--- src/rtl/prescaler_pkg.sv ---
package prescaler_pkg;

    typedef enum logic [1:0] {
        S_IDLE = 2'd0,
        S_HIGH = 2'd1,
        S_LOW  = 2'd2
    } psc_state_e;

    // Half of the base modulus for a select encoding.
    // Both high -> smallest modulus, one high -> double, none high -> quadruple.
    function automatic int unsigned base_half(input logic a, input logic b,
                                              input int unsigned log2_nmin);
        int unsigned unit;
        unit = 32'd1 << (log2_nmin - 1);
        if (a && b)
            return unit;
        else if (a ^ b)
            return unit * 2;
        else
            return unit * 4;
    endfunction

endpackage

--- src/rtl/psc_ratio_latch.sv ---
module psc_ratio_latch #(
    parameter int unsigned LOG2_NMIN = 7,
    parameter int unsigned SWALLOW   = 2,
    parameter int unsigned LEN_W     = 9
) (
    input  logic             clk,
    input  logic             rst,
    input  logic             capture,
    input  logic             sel_a,
    input  logic             sel_b,
    input  logic             mod_ctl,
    output logic [LEN_W-1:0] hi_len,
    output logic [LEN_W-1:0] lo_len
);
    import prescaler_pkg::*;

    logic [LEN_W-1:0] half_d;
    logic [LEN_W-1:0] hi_d;

    always_comb begin
        half_d = LEN_W'(base_half(sel_a, sel_b, LOG2_NMIN));
        hi_d   = mod_ctl ? half_d : half_d + LEN_W'(SWALLOW);
    end

    always_ff @(posedge clk) begin
        if (rst) begin
            hi_len <= LEN_W'(base_half(1'b1, 1'b1, LOG2_NMIN));
            lo_len <= LEN_W'(base_half(1'b1, 1'b1, LOG2_NMIN));
        end else if (capture) begin
            hi_len <= hi_d;
            lo_len <= half_d;
        end
    end

endmodule

--- src/rtl/psc_half_counter.sv ---
module psc_half_counter #(
    parameter int unsigned LEN_W = 9
) (
    input  logic             clk,
    input  logic             clr,
    input  logic [LEN_W-1:0] len,
    output logic             at_start,
    output logic             at_end
);
    logic [LEN_W-1:0] cnt;

    always_ff @(posedge clk) begin
        if (clr)
            cnt <= '0;
        else if (at_end)
            cnt <= '0;
        else
            cnt <= cnt + 1'b1;
    end

    always_comb begin
        at_start = (cnt == '0);
        at_end   = (cnt == len - 1'b1);
    end

endmodule

--- src/rtl/dual_mod_prescaler.sv ---
module dual_mod_prescaler #(
    parameter int unsigned LOG2_NMIN = 7,
    parameter int unsigned SWALLOW   = 2
) (
    input  logic clk,
    input  logic rst,
    input  logic sel_a,
    input  logic sel_b,
    input  logic mod_ctl,
    output logic div_out,
    output logic period_strobe
);
    import prescaler_pkg::*;

    localparam int unsigned MAX_HALF = (1 << (LOG2_NMIN + 1)) + SWALLOW;
    localparam int unsigned LEN_W    = $clog2(MAX_HALF + 1);

    psc_state_e       state, nxt;
    logic [LEN_W-1:0] hi_len, lo_len, cur_len;
    logic             at_start, at_end, capture, cnt_clr;

    // T_START from idle, or T_RISE at the end of the low half
    assign capture = (state == S_IDLE) || (state == S_LOW && at_end);
    assign cnt_clr = rst || (state == S_IDLE);
    assign cur_len = (state == S_LOW) ? lo_len : hi_len;

    psc_ratio_latch #(
        .LOG2_NMIN (LOG2_NMIN),
        .SWALLOW   (SWALLOW),
        .LEN_W     (LEN_W)
    ) u_ratio (
        .clk     (clk),
        .rst     (rst),
        .capture (capture),
        .sel_a   (sel_a),
        .sel_b   (sel_b),
        .mod_ctl (mod_ctl),
        .hi_len  (hi_len),
        .lo_len  (lo_len)
    );

    psc_half_counter #(
        .LEN_W (LEN_W)
    ) u_count (
        .clk      (clk),
        .clr      (cnt_clr),
        .len      (cur_len),
        .at_start (at_start),
        .at_end   (at_end)
    );

    always_ff @(posedge clk) begin
        if (rst)
            state <= S_IDLE;
        else
            state <= nxt;
    end

    always_comb begin
        nxt = state;
        unique case (state)
            S_IDLE: nxt = S_HIGH;
            S_HIGH: if (at_end) nxt = S_LOW;
            S_LOW:  if (at_end) nxt = S_HIGH;
            default: nxt = S_IDLE;
        endcase
    end

    always_comb begin
        div_out       = (state != S_LOW);
        period_strobe = (state == S_HIGH) && at_start;
    end

endmodule

--- config.mk ---
export PLATFORM = sky130hd
export DESIGN_NAME = dual_mod_prescaler
export DESIGN_NICKNAME = d
export VERILOG_FILES = /design/src/rtl/prescaler_pkg.sv /design/src/rtl/psc_ratio_latch.sv /design/src/rtl/psc_half_counter.sv /design/src/rtl/dual_mod_prescaler.sv
export SDC_FILE = /design/constraint.sdc
export NUM_CORES = 1
export LEC_CHECK = 0
export BUFFER_PORTS_ARGS = -buffer_cell sky130_fd_sc_hd__buf_2
export CAP_MARGIN = 40
export CORE_UTILIZATION = 50
export CTS_CLUSTER_DIAMETER = 60
export DETAILED_ROUTE_END_ITERATION = 16
export PLACE_DENSITY = 0.68
export REMOVE_ABC_BUFFERS = 1
export SYNTH_ARGS = -nofsm -noshare
export SYNTH_HDL_FRONTEND = slang
export SYNTH_SLANG_ARGS = --single-unit
--- constraint.sdc ---
create_clock -name clk -period 2.8 [get_ports clk]
set_clock_uncertainty 0.1 [all_clocks]
set_input_delay 0.56 -clock clk [delete_from_list [all_inputs] [get_ports clk]]
set_output_delay 0.56 -clock clk [all_outputs]
set_load 0.02 [all_outputs]
==> results of run 1 <==
[final cells by class]
type                       instances  area (sq um)
fill                             160         716.9
multi-input combinational         76         554.3
sequential                        15         300.3
inverter                          11         41.29
timing repair buffer               7         37.54
tap                               25         31.28
clock buffer                       4         26.28
[metal layers]
layer	up-vias	GRT usage	wire, um
met2	12	0.3235	829
met1	361	0.2338	765
met3	2	0.03673	51
met5	-	0	0
li1	389	-	-
met4	0	0.05455	14
[where the power goes]
part | leakage [nW] | internal [mW] | switching (mW)
sequential | 0.122 | 0.219 | 0.00769
clock | 0.0150 | 0.0552 | 0.0621
combinational | 0.230 | 0.0273 | 0.0373
[registers in the layout, indices dropped and copies added (netlist names)]
| signal | flops |
|---|---|
| u_count.cnt | 9 |
| u_ratio.lo_len | 2 |
| state | 2 |
| u_ratio.hi_len | 2 |
[kinds of logic after synthesis]
| logic type | after synthesis | share of synthesized area |
|---|---|---|
| and+or+nand+nor | 36 | 0.2245 |
| adders and majority gates | 5 | 0.06887 |
| buffers and inverters | 14 | 0.05922 |
| xor gates and xnor gates | 13 | 0.1253 |
| AOI/OAI and AO/OA | 22 | 0.1915 |
| DFF | 15 | 0.3306 |
[worst reg2reg max path: cells and delay by family (launching register included)]
family,cells,cell delay [ns]
buffers and inverters,1,0.07
DFF,1,0.52
and+or+nand+nor,2,0.73
AOI/OAI and AO/OA,3,0.99
[cells in the final DEF, fill, tap and decap left out, types with 2 or more instances in the layout]
cell type,synthesis,final
nor3_1,2,2
buf_2,1,6
o21ai_0,2,2
a21oi_1,5,5
a31o_2,2,2
nor2_1,16,16
ha_1,5,5
inv_1,10,10
or3_1,2,2
xnor2_1,8,8
nand2_1,4,4
o32ai_1,3,3
xor2_1,5,5
dfxtp_1,15,15
nand3_1,4,4
clkbuf_4,0,3
[per-stage QoR]
stage          area [sq um]  utilization
3_5_place_dp          964.7       0.5648
2_1_floorplan         895.9            -
4_1_cts               991.0       0.5802
6_report              991.0       0.5802
5_1_grt               991.0       0.5802
3_3_place_gp          964.7       0.5648
[final timing paths]
kind	endpoint	startpoint	cells after the start	slack, ns
min	u_count.cnt[0]	u_count.cnt[0]	1	0.44
max reg2reg	state[1]	state[1]	6	0.32
max	period_strobe	u_count.cnt[1]	5	0.26
min reg2reg	u_count.cnt[0]	u_count.cnt[0]	1	0.44
[cell usage after synthesis (all sizes together), types with 2 or more instances]
library cell,count
nand2,4
o21ai,3
nor3,2
xor2,5
or3,2
dfxtp,15
o32ai,3
a21oi,5
nor2,16
a31o,2
inv,11
nand3,4
or4,2
xnor2,8
buf,2
ha,5
==> results.json, run 1 <==
{
  "clkTransAtPathRegs_ns": 0.08,
  "rows": 15,
  "synth_area_per_cell_sq_um": 8.651,
  "grt_usage": 0.1870,
  "min_path_type": "reg2reg",
  "drc_errors": 0,
  "dpl.cell_count": 134,
  "worstSetupPathType": "reg2out",
  "antenna_found_initial": 0,
  "globalplace.congestion": 0.8264,
  "crit_family": "simple AND/OR/NAND/NOR gates",
  "max_stage_delay_ns": 0.58,
  "dp_slack_ns": 0.3535,
  "cts_hold_buf": 0,
  "area_growth_pct": 9.091,
  "antenna_left": 0,
  "synthArstFlopShare": 0,
  "period_share": 0.9070,
  "htreeDepth": 1,
  "setup-tns-final_ns": 0,
  "relSlewSlack": 0.6159,
  "fmax_mhz": 393.8,
  "worst_pin_slew_ns": 0.5742,
  "core_sq_um": 1708,
  "hpwl_um": 1288,
  "rsz0062_at_grt": "no",
  "end_kind": "output port",
  "clockRootBuffer": "clkbuf_4",
  "synth_edf_count": 0,
  "yosys.area.top_type": "dfxtp_1",
  "vias": 764,
  "slowest_stage": "or4b_2",
  "synthFlopType": "dfxtp_1",
  "drv_slew": 0,
  "p_total_mw": 0.4090,
  "drt_wl_total_um": 1661,
  "worstPathArrival_ns": 1.88,
  "cts_tree": "yes",
  "postCtsSetupBuffers": 0,
  "grt.overflow.total": 0,
  "grt_pass1_wl_um": 2766,
  "numCtsBuffers": 3,
  "synth_seq_cells": 15,
  "post_cts_resize_count": 0,
  "ios": 7,
  "die_h_um": 44.63,
  "die_area_sq_um": 1991,
  "outcome": "complete, no violations",
  "drive_gt1_frac": 0.1770,
  "syn_inst": 105,
  "n_antenna_cell": 0,
  "cellPowerDensity_nw_per_um2": 412.7,
  "start_util": 0.5319,
  "leakage_nw": 0.3676,
  "chipWidth_um": 44.63,
  "ys_types": 36,
  "holdWs_ns": 0.4392,
  "layout_setup_ws_ns": 0.2604,
  "required_ns": 2.14,
  "fin_nets": 124,
  "yosysSeqAreaShare": 0.3306,
  "fin_cells": 138,
  "cp-start-kind": "flop",
  "firstDrtPassIters": 5,
  "cts_sinks": 15,
  "syn-cell-area_sq_um": 908.4,
  "place.port_buffers": 6,
  "wl_per_cell_um": 12.04,
  "worstPathMaxFanout": 5,
  "cap_violations": 0,
  "fin_crit_ns": 2.540,
  "synth.area.top_cells": "dfxtp_1 33%, xnor2_1 7.7%, ha_1 6.9%, nor2_1 6.6%, xor2_1 4.8%",
  "drt_iter0_markers": 14,
  "vdd_ir_drop_max_mv": 0.2999,
  "first_global_vias": 669,
  "clkLatencyLatePin_ns": 0.27,
  "routed_via_density": 5.536,
  "setup_viol": 0,
  "crit_buf_inv": 2,
  "finalHoldViolCount": 0,
  "ys_warn_count": 0,
  "grt_max_degree": 12,
  "synth_top_area_share": 0.3306,
  "path_cells": "inv_1 > ha_1 > or4b_2 > nor4_1 > buf_2",
  "clockBufferDepth": 2
}
(Power assumes the default switching activity.)
==> inputs of run 2 (changes only) <==
--- a/config.mk
+++ b/config.mk
@@ -5,12 +5,14 @@
 export SDC_FILE = /design/constraint.sdc
 export NUM_CORES = 1
 export LEC_CHECK = 0
+export ABC_AREA = 1
 export BUFFER_PORTS_ARGS = -buffer_cell sky130_fd_sc_hd__buf_2
 export CAP_MARGIN = 40
-export CORE_UTILIZATION = 50
+export CORE_ASPECT_RATIO = 1.5
+export CORE_UTILIZATION = 25
 export CTS_CLUSTER_DIAMETER = 60
 export DETAILED_ROUTE_END_ITERATION = 16
-export PLACE_DENSITY = 0.68
+export GPL_TIMING_DRIVEN = 0
 export REMOVE_ABC_BUFFERS = 1
 export SYNTH_ARGS = -nofsm -noshare
 export SYNTH_HDL_FRONTEND = slang
==> run 2 against run 1 <==
  * Combinational power increased by 0.9%
  * Synthesized cell count up 18%
  * Sequential share of layout area is 0.64 points lower
  * Count of clock-buffer cells in the layout did not move
  * Total power is 15% higher
  * Hold slack got worse by 0.068 ns
  * Routed wire length is 5.1% lower
  * Non-clock buffer count is 1 lower
  * Via count fell by 4.1%
  * Critical path type unchanged
  * Largest power group unchanged
  * Highest routed layer unchanged
==> results.json, run 2 <==
{
  "max_stage_delay_ns": 0.33,
  "ys_types": 21,
  "grt_max_degree": 10,
  "nFillCells": 387,
  "busiest_layer": "met2",
  "grt_pass1_wl_um": 2697,
  "yosys.area.top_type": "dfxtp_1",
  "largest_register_ffs": 9,
  "synthFlopType": "dfxtp_1",
  "worst_pin_slew_ns": 0.2327,
  "synthArstFlopShare": 0,
  "cap_violations": 0,
  "synth_area_per_cell_sq_um": 7.134,
  "worstPathArrival_ns": 1.28,
  "firstDrtPassIters": 4,
  "finalHoldViolCount": 0,
  "worstPathMaxFanout": 4,
  "cts_sinks": 15,
  "globalplace.congestion": 0.7165,
  "clockBufferDepth": 2,
  "clkLatencyLatePin_ns": 0.25,
  "synth_top_area_share": 0.3395,
  "chipWidth_um": 50.57,
  "post_cts_resize_count": 0,
  "most-common-layout-cells": "21 x nor2_1, 18 x nand2_1, 17 x inv_1",
  "end_kind": "output port",
  "first_global_vias": 650,
  "required_ns": 2.14,
  "postCtsSetupBuffers": 0,
  "die_area_sq_um": 3785,
  "period_share": 0.6921,
  "placed_cell_area_sq_um": 967.2,
  "ios": 7,
  "fmax_mhz": 516.1,
  "place.port_buffers": 6,
  "synth_most_common_cell": "nor2_1",
  "min_path_type": "reg2reg",
  "fin_crit_ns": 1.938,
  "grt_usage": 0.09782,
  "ys_warn_count": 0,
  "outcome": "complete, no violations",
  "grt_util_met1": 0.1005,
  "worstSetupPathType": "reg2out",
  "antenna_left": 0,
  "n_antenna_cell": 0,
  "clockRootBuffer": "clkbuf_8",
  "rows": 26,
  "vdd_ir_drop_max_mv": 0.1620,
  "numCtsBuffers": 3,
  "cp-start-kind": "flop",
  "fin_nets": 145,
  "antenna_found_initial": 0,
  "routed_via_density": 4.165,
  "htreeDepth": 1,
  "cellPowerDensity_nw_per_um2": 462.7,
  "cts_hold_buf": 0,
  "cts_tree": "yes",
  "gr-usage-met3": 0.02424,
  "synth_edf_count": 0,
  "r2r_slack_ns": 0.95,
  "post-route-cell-area_sq_um": 1012,
  "area_growth_pct": 14.43,
  "drv_slew": 0,
  "grt.overflow.total": 0,
  "synth_seq_cells": 15,
  "path_cells": "inv_1 > ha_1 > nand4_1 > nor3_1 > buf_2",
  "layout.cells.most_common": "nor2_1",
  "vias": 733,
  "syn-cell-area_sq_um": 884.6,
  "slowest_stage": "dfxtp_1",
  "syn_inst": 124,
  "top_register": "u_count.cnt",
  "drt_iter0_markers": 15,
  "wl_per_cell_um": 8.960,
  "leakage_nw": 0.4608,
  "setup-tns-final_ns": 0,
  "relSlewSlack": 0.8447,
  "drt_wl_total_um": 1577,
  "rsz0062_at_grt": "no",
  "die_h_um": 74.85,
  "synth_commonest_cells": "21 x nor2_1, 18 x nand2_1, 17 x inv_1",
  "drc_errors": 0,
  "grt_use_met2": 0.1748,
  "yosysSeqAreaShare": 0.3395,
  "hpwl_um": 1251,
  "start_util": 0.2615,
  "core_sq_um": 3383,
  "setup_viol": 0,
  "synth.area.top_cells": "dfxtp_1 34%, nor2_1 8.9%, nand2_1 7.6%, nand3_1 7.4%, inv_1 7.2%",
  "drive_gt1_frac": 0.2090,
  "clkTransAtPathRegs_ns": 0.06
}
-- run 2: cell types whose count changed after synthesis, sizes merged, moves of 3 or more --
cell   before  now
nand3       4   15
nand2       4   25
o32ai       3    0
xnor2       8    0
nor2       16   23
inv        11   22
-- run 2: layout make-up --
type                       instances  area, sq um  share of cell area
clock buffer                       4        45.04             0.04450
inverter                          23        87.58             0.08653
multi-input combinational         86        496.7              0.4907
sequential                        15        300.3              0.2967
tap                               42        52.55             0.05192
timing repair buffer               6        30.03             0.02967
-- run 2: critical path: cells and delay by family (launching register included) --
family,cells,cell delay [ns]
adder cells (fa/ha/maj),1,0.15
buffers and inverters,2,0.28
flip-flops,1,0.33
AND/OR/NAND/NOR,2,0.27
-- run 2: kinds of logic (layout without fill, tap and decap cells) --
family / after synthesis / after routing / synth area share
AND/OR/NAND/NOR: 67 / 67 / 0.3918
XOR/XNOR: 4 / 4 / 0.03960
flip-flops: 15 / 15 / 0.3395
buffers and inverters: 23 / 33 / 0.09901
adder cells (fa/ha/maj): 5 / 5 / 0.07072
AO/OA/AOI/OAI: 10 / 10 / 0.05941
-- run 2: worst paths after layout --
kind             startpoint             end  depth (start not counted)
max          u_count.cnt[1]   period_strobe                          5
max reg2reg        state[0]  u_count.cnt[5]                         11
min reg2reg  u_count.cnt[0]  u_count.cnt[0]                          1
min          u_count.cnt[0]  u_count.cnt[0]                          1
-- run 2: per-layer routing --
layer  up-vias  share of wire
li1        406              -
met1       312           0.43
met2        12           0.51
met3         3          0.036
met4         0          0.019
met5         -              0
-- run 2: power breakdown --
group | switching, mW | leakage (nW) | internal, mW
clock network | 0.0750 | 0.0228 | 0.101
registers | 0.00625 | 0.123 | 0.221
logic | 0.0403 | 0.316 | 0.0249
total | 0.122 | 0.461 | 0.347
-- run 2: metrics by stage --
step | hold slack [ns] | cells | setup WS (ns) | power, mW | util
CTS | 0.3749 | 176 | 0.8517 | 0.4747 | 0.2992
floorplan | 0.3401 | 124 | 1.052 | 0.2833 | -
detailed placement | 0.3606 | 172 | 0.9311 | 0.2980 | 0.2859
global placement | 0.3565 | 172 | 0.9659 | 0.2974 | 0.2859
global route | 0.4369 | 176 | 0.7531 | 0.4908 | 0.2992
finish | 0.3710 | 176 | 0.8622 | 0.4683 | 0.2992
==> inputs of run 3 (changes only) <==
==> constraint.sdc (replaced) <==
create_clock -name clk -period 2 [get_ports clk]
set_clock_uncertainty 0.1 [all_clocks]
set_input_delay 0.4 -clock clk [delete_from_list [all_inputs] [get_ports clk]]
set_output_delay 0.4 -clock clk [all_outputs]
set_load 0.02 [all_outputs]
==> run 3 against run 2 <==
  * Routed wire length barely moved
  * Die area is the same
  * First-iteration DRC count unchanged
  * Largest cell class unchanged
  * Highest routed layer unchanged
==> results.json, run 3 (synthesis gave the netlist of run 2 again) <==
{
  "outcome": "complete, no violations",
  "drv_slew": 0,
  "fin_nets": 145,
  "rsz0062_at_grt": "no",
  "relSlewSlack": 0.8450,
  "cts_sinks": 15,
  "clkLatencyLatePin_ns": 0.25,
  "worstSetupPathType": "reg2reg",
  "drt_wl_total_um": 1576,
  "setup_viol": 0,
  "fmax_mhz": 550.1,
  "cp-start-kind": "flop",
  "die_h_um": 74.85,
  "clkPwrFrac": 0.373,
  "numCtsBuffers": 3,
  "drt_iter0_markers": 15,
  "cts_tree": "yes",
  "n_antenna_cell": 0,
  "period_share": 0.9090,
  "firstDrtPassIters": 4,
  "wl_per_cell_um": 8.955,
  "cp.depth": 11,
  "vdd_ir_drop_max_mv": 0.2252,
  "setup-tns-final_ns": 0,
  "clockBufferDepth": 2,
  "start_util": 0.2615,
  "end_kind": "flop",
  "power_switching_mw": 0.1697,
  "routed_via_density": 4.153,
  "rows": 26,
  "path_cells": "inv_2 > nand2_4 > nand2_4 > ha_1 > inv_1 > nand2_1 > a21oi_1 > nor2_4 > nand2_4 > nand3_2 > nor3_2",
  "first_global_vias": 650,
  "reg2reg_depth": 11,
  "area_growth_pct": 14.99,
  "grt_max_degree": 10,
  "min_from": "mod_ctl",
  "fin_crit_ns": 1.818,
  "die_area_sq_um": 3785,
  "worstHoldEndpoint": "u_ratio.hi_len[1]",
  "min_path_cells": 4,
  "hpwl_um": 1251,
  "p_total_mw": 0.6556,
  "crit_family": "simple AND/OR/NAND/NOR gates",
  "r2r_slack_ns": 0.18,
  "crit_buf_inv": 2,
  "rr_endpoint": "u_count.cnt[3]",
  "switching_share": 0.2589,
  "top_register": "u_count.cnt",
  "drc_errors": 0,
  "vias": 731,
  "layout.cells.most_common": "nor2_1",
  "cp_common_cell": "nand2_4",
  "slowest_stage": "dfxtp_1",
  "antenna_left": 0,
  "p_int_mw": 0.4858,
  "max_stage_delay_ns": 0.34,
  "postLayoutCoreUtil": 0.3007,
  "p_seq_frac": 0.485,
  "comb_power_share": 0.142,
  "grt_usage": 0.09782,
  "cts_hold_buf": 0,
  "nFillCells": 387,
  "place.port_buffers": 6,
  "grt_pass1_wl_um": 2697,
  "worst_pin_slew_ns": 0.2322,
  "worstPathArrival_ns": 1.89,
  "antenna_found_initial": 0,
  "largest_register_ffs": 9,
  "cap_violations": 0,
  "postCtsSetupBuffers": 0,
  "r2r-start": "state[0]",
  "leakage_nw": 0.4613,
  "required_ns": 2.07,
  "finalHoldViolCount": 0,
  "min_path_type": "in2reg",
  "clkTransAtPathRegs_ns": 0.06,
  "grt.overflow.total": 0,
  "htreeDepth": 1,
  "most-common-layout-cells": "21 x nor2_1, 18 x nand2_1, 17 x inv_1",
  "core_sq_um": 3383,
  "chipWidth_um": 50.57,
  "drive_gt1_frac": 0.2090,
  "cellPowerDensity_nw_per_um2": 644.5,
  "globalplace.congestion": 0.7165,
  "ios": 7,
  "clockRootBuffer": "clkbuf_8",
  "worstPathMaxFanout": 9
}
## run 3: changes by cell type in the layout (fill, tap and decap cells not counted)
cell / before / now
nor2_2: 1 / 0
nor2_4: 1 / 2
## run 3: per-layer routing
metal / share of wire / track usage / wire [um]
met5: 0 / 0 / 0
met2: 0.50 / 0.1748 / 784
met3: 0.037 / 0.02424 / 59
met1: 0.44 / 0.1005 / 687
met4: 0.028 / 0.06481 / 44
## run 3: power by group through the flow
stage	Clock (mW)	Sequential, mW	Combinational, mW
5_1_grt	0.265	0.320	0.104
6_report	0.245	0.318	0.0928
3_5_place_dp	0	0.325	0.0922
4_1_cts	0.253	0.318	0.0928
2_1_floorplan	0	0.323	0.0734
3_3_place_gp	0	0.325	0.0913
## run 3: worst max path at each step
stage	start	endpoint	slack, ns
6_report	state[0]	u_count.cnt[3]	0.18
5_1_grt	state[0]	u_count.cnt[5]	0.02
4_1_cts	state[0]	u_count.cnt[7]	0.12
3_5_place_dp	state[0]	u_count.cnt[7]	0.13
3_3_place_gp	state[0]	u_count.cnt[8]	0.17
2_1_floorplan	state[0]	u_ratio.hi_len[1]	0.25
## run 3: timing repair
item,CTS,global route
gates resized for setup,0,1
endpoints found under the setup margin,0,4
hold endpoints to repair,0,0
## run 3: worst min-delay path, stage by stage
cell	delay [ns]
buf_2	0.09
inv_1	0.04
a21oi_1	0.03
nor2_1	0.08
## run 3: metrics by stage
step	cell area (sq um)	std cells	setup WS, ns	hold slack (ns)
3_3_place_gp	967.2	172	0.1659	0.3565
2_1_floorplan	884.6	124	0.2519	0.3401
3_5_place_dp	967.2	172	0.1311	0.3606
5_1_grt	1017	176	0.02209	0.3383
4_1_cts	1012	176	0.1205	0.3304
6_report	1017	176	0.1821	0.3317
## run 3: layout make-up
| class | instances | area (sq um) | area share |
|---|---|---|---|
| Clock buffer | 4 | 45.04 | 0.04428 |
| Inverter | 23 | 87.58 | 0.08610 |
| Multi-Input combinational cell | 86 | 501.7 | 0.4932 |
| Timing Repair Buffer | 6 | 30.03 | 0.02952 |
| Tap cell | 42 | 52.55 | 0.05166 |
| Sequential cell | 15 | 300.3 | 0.2952 |
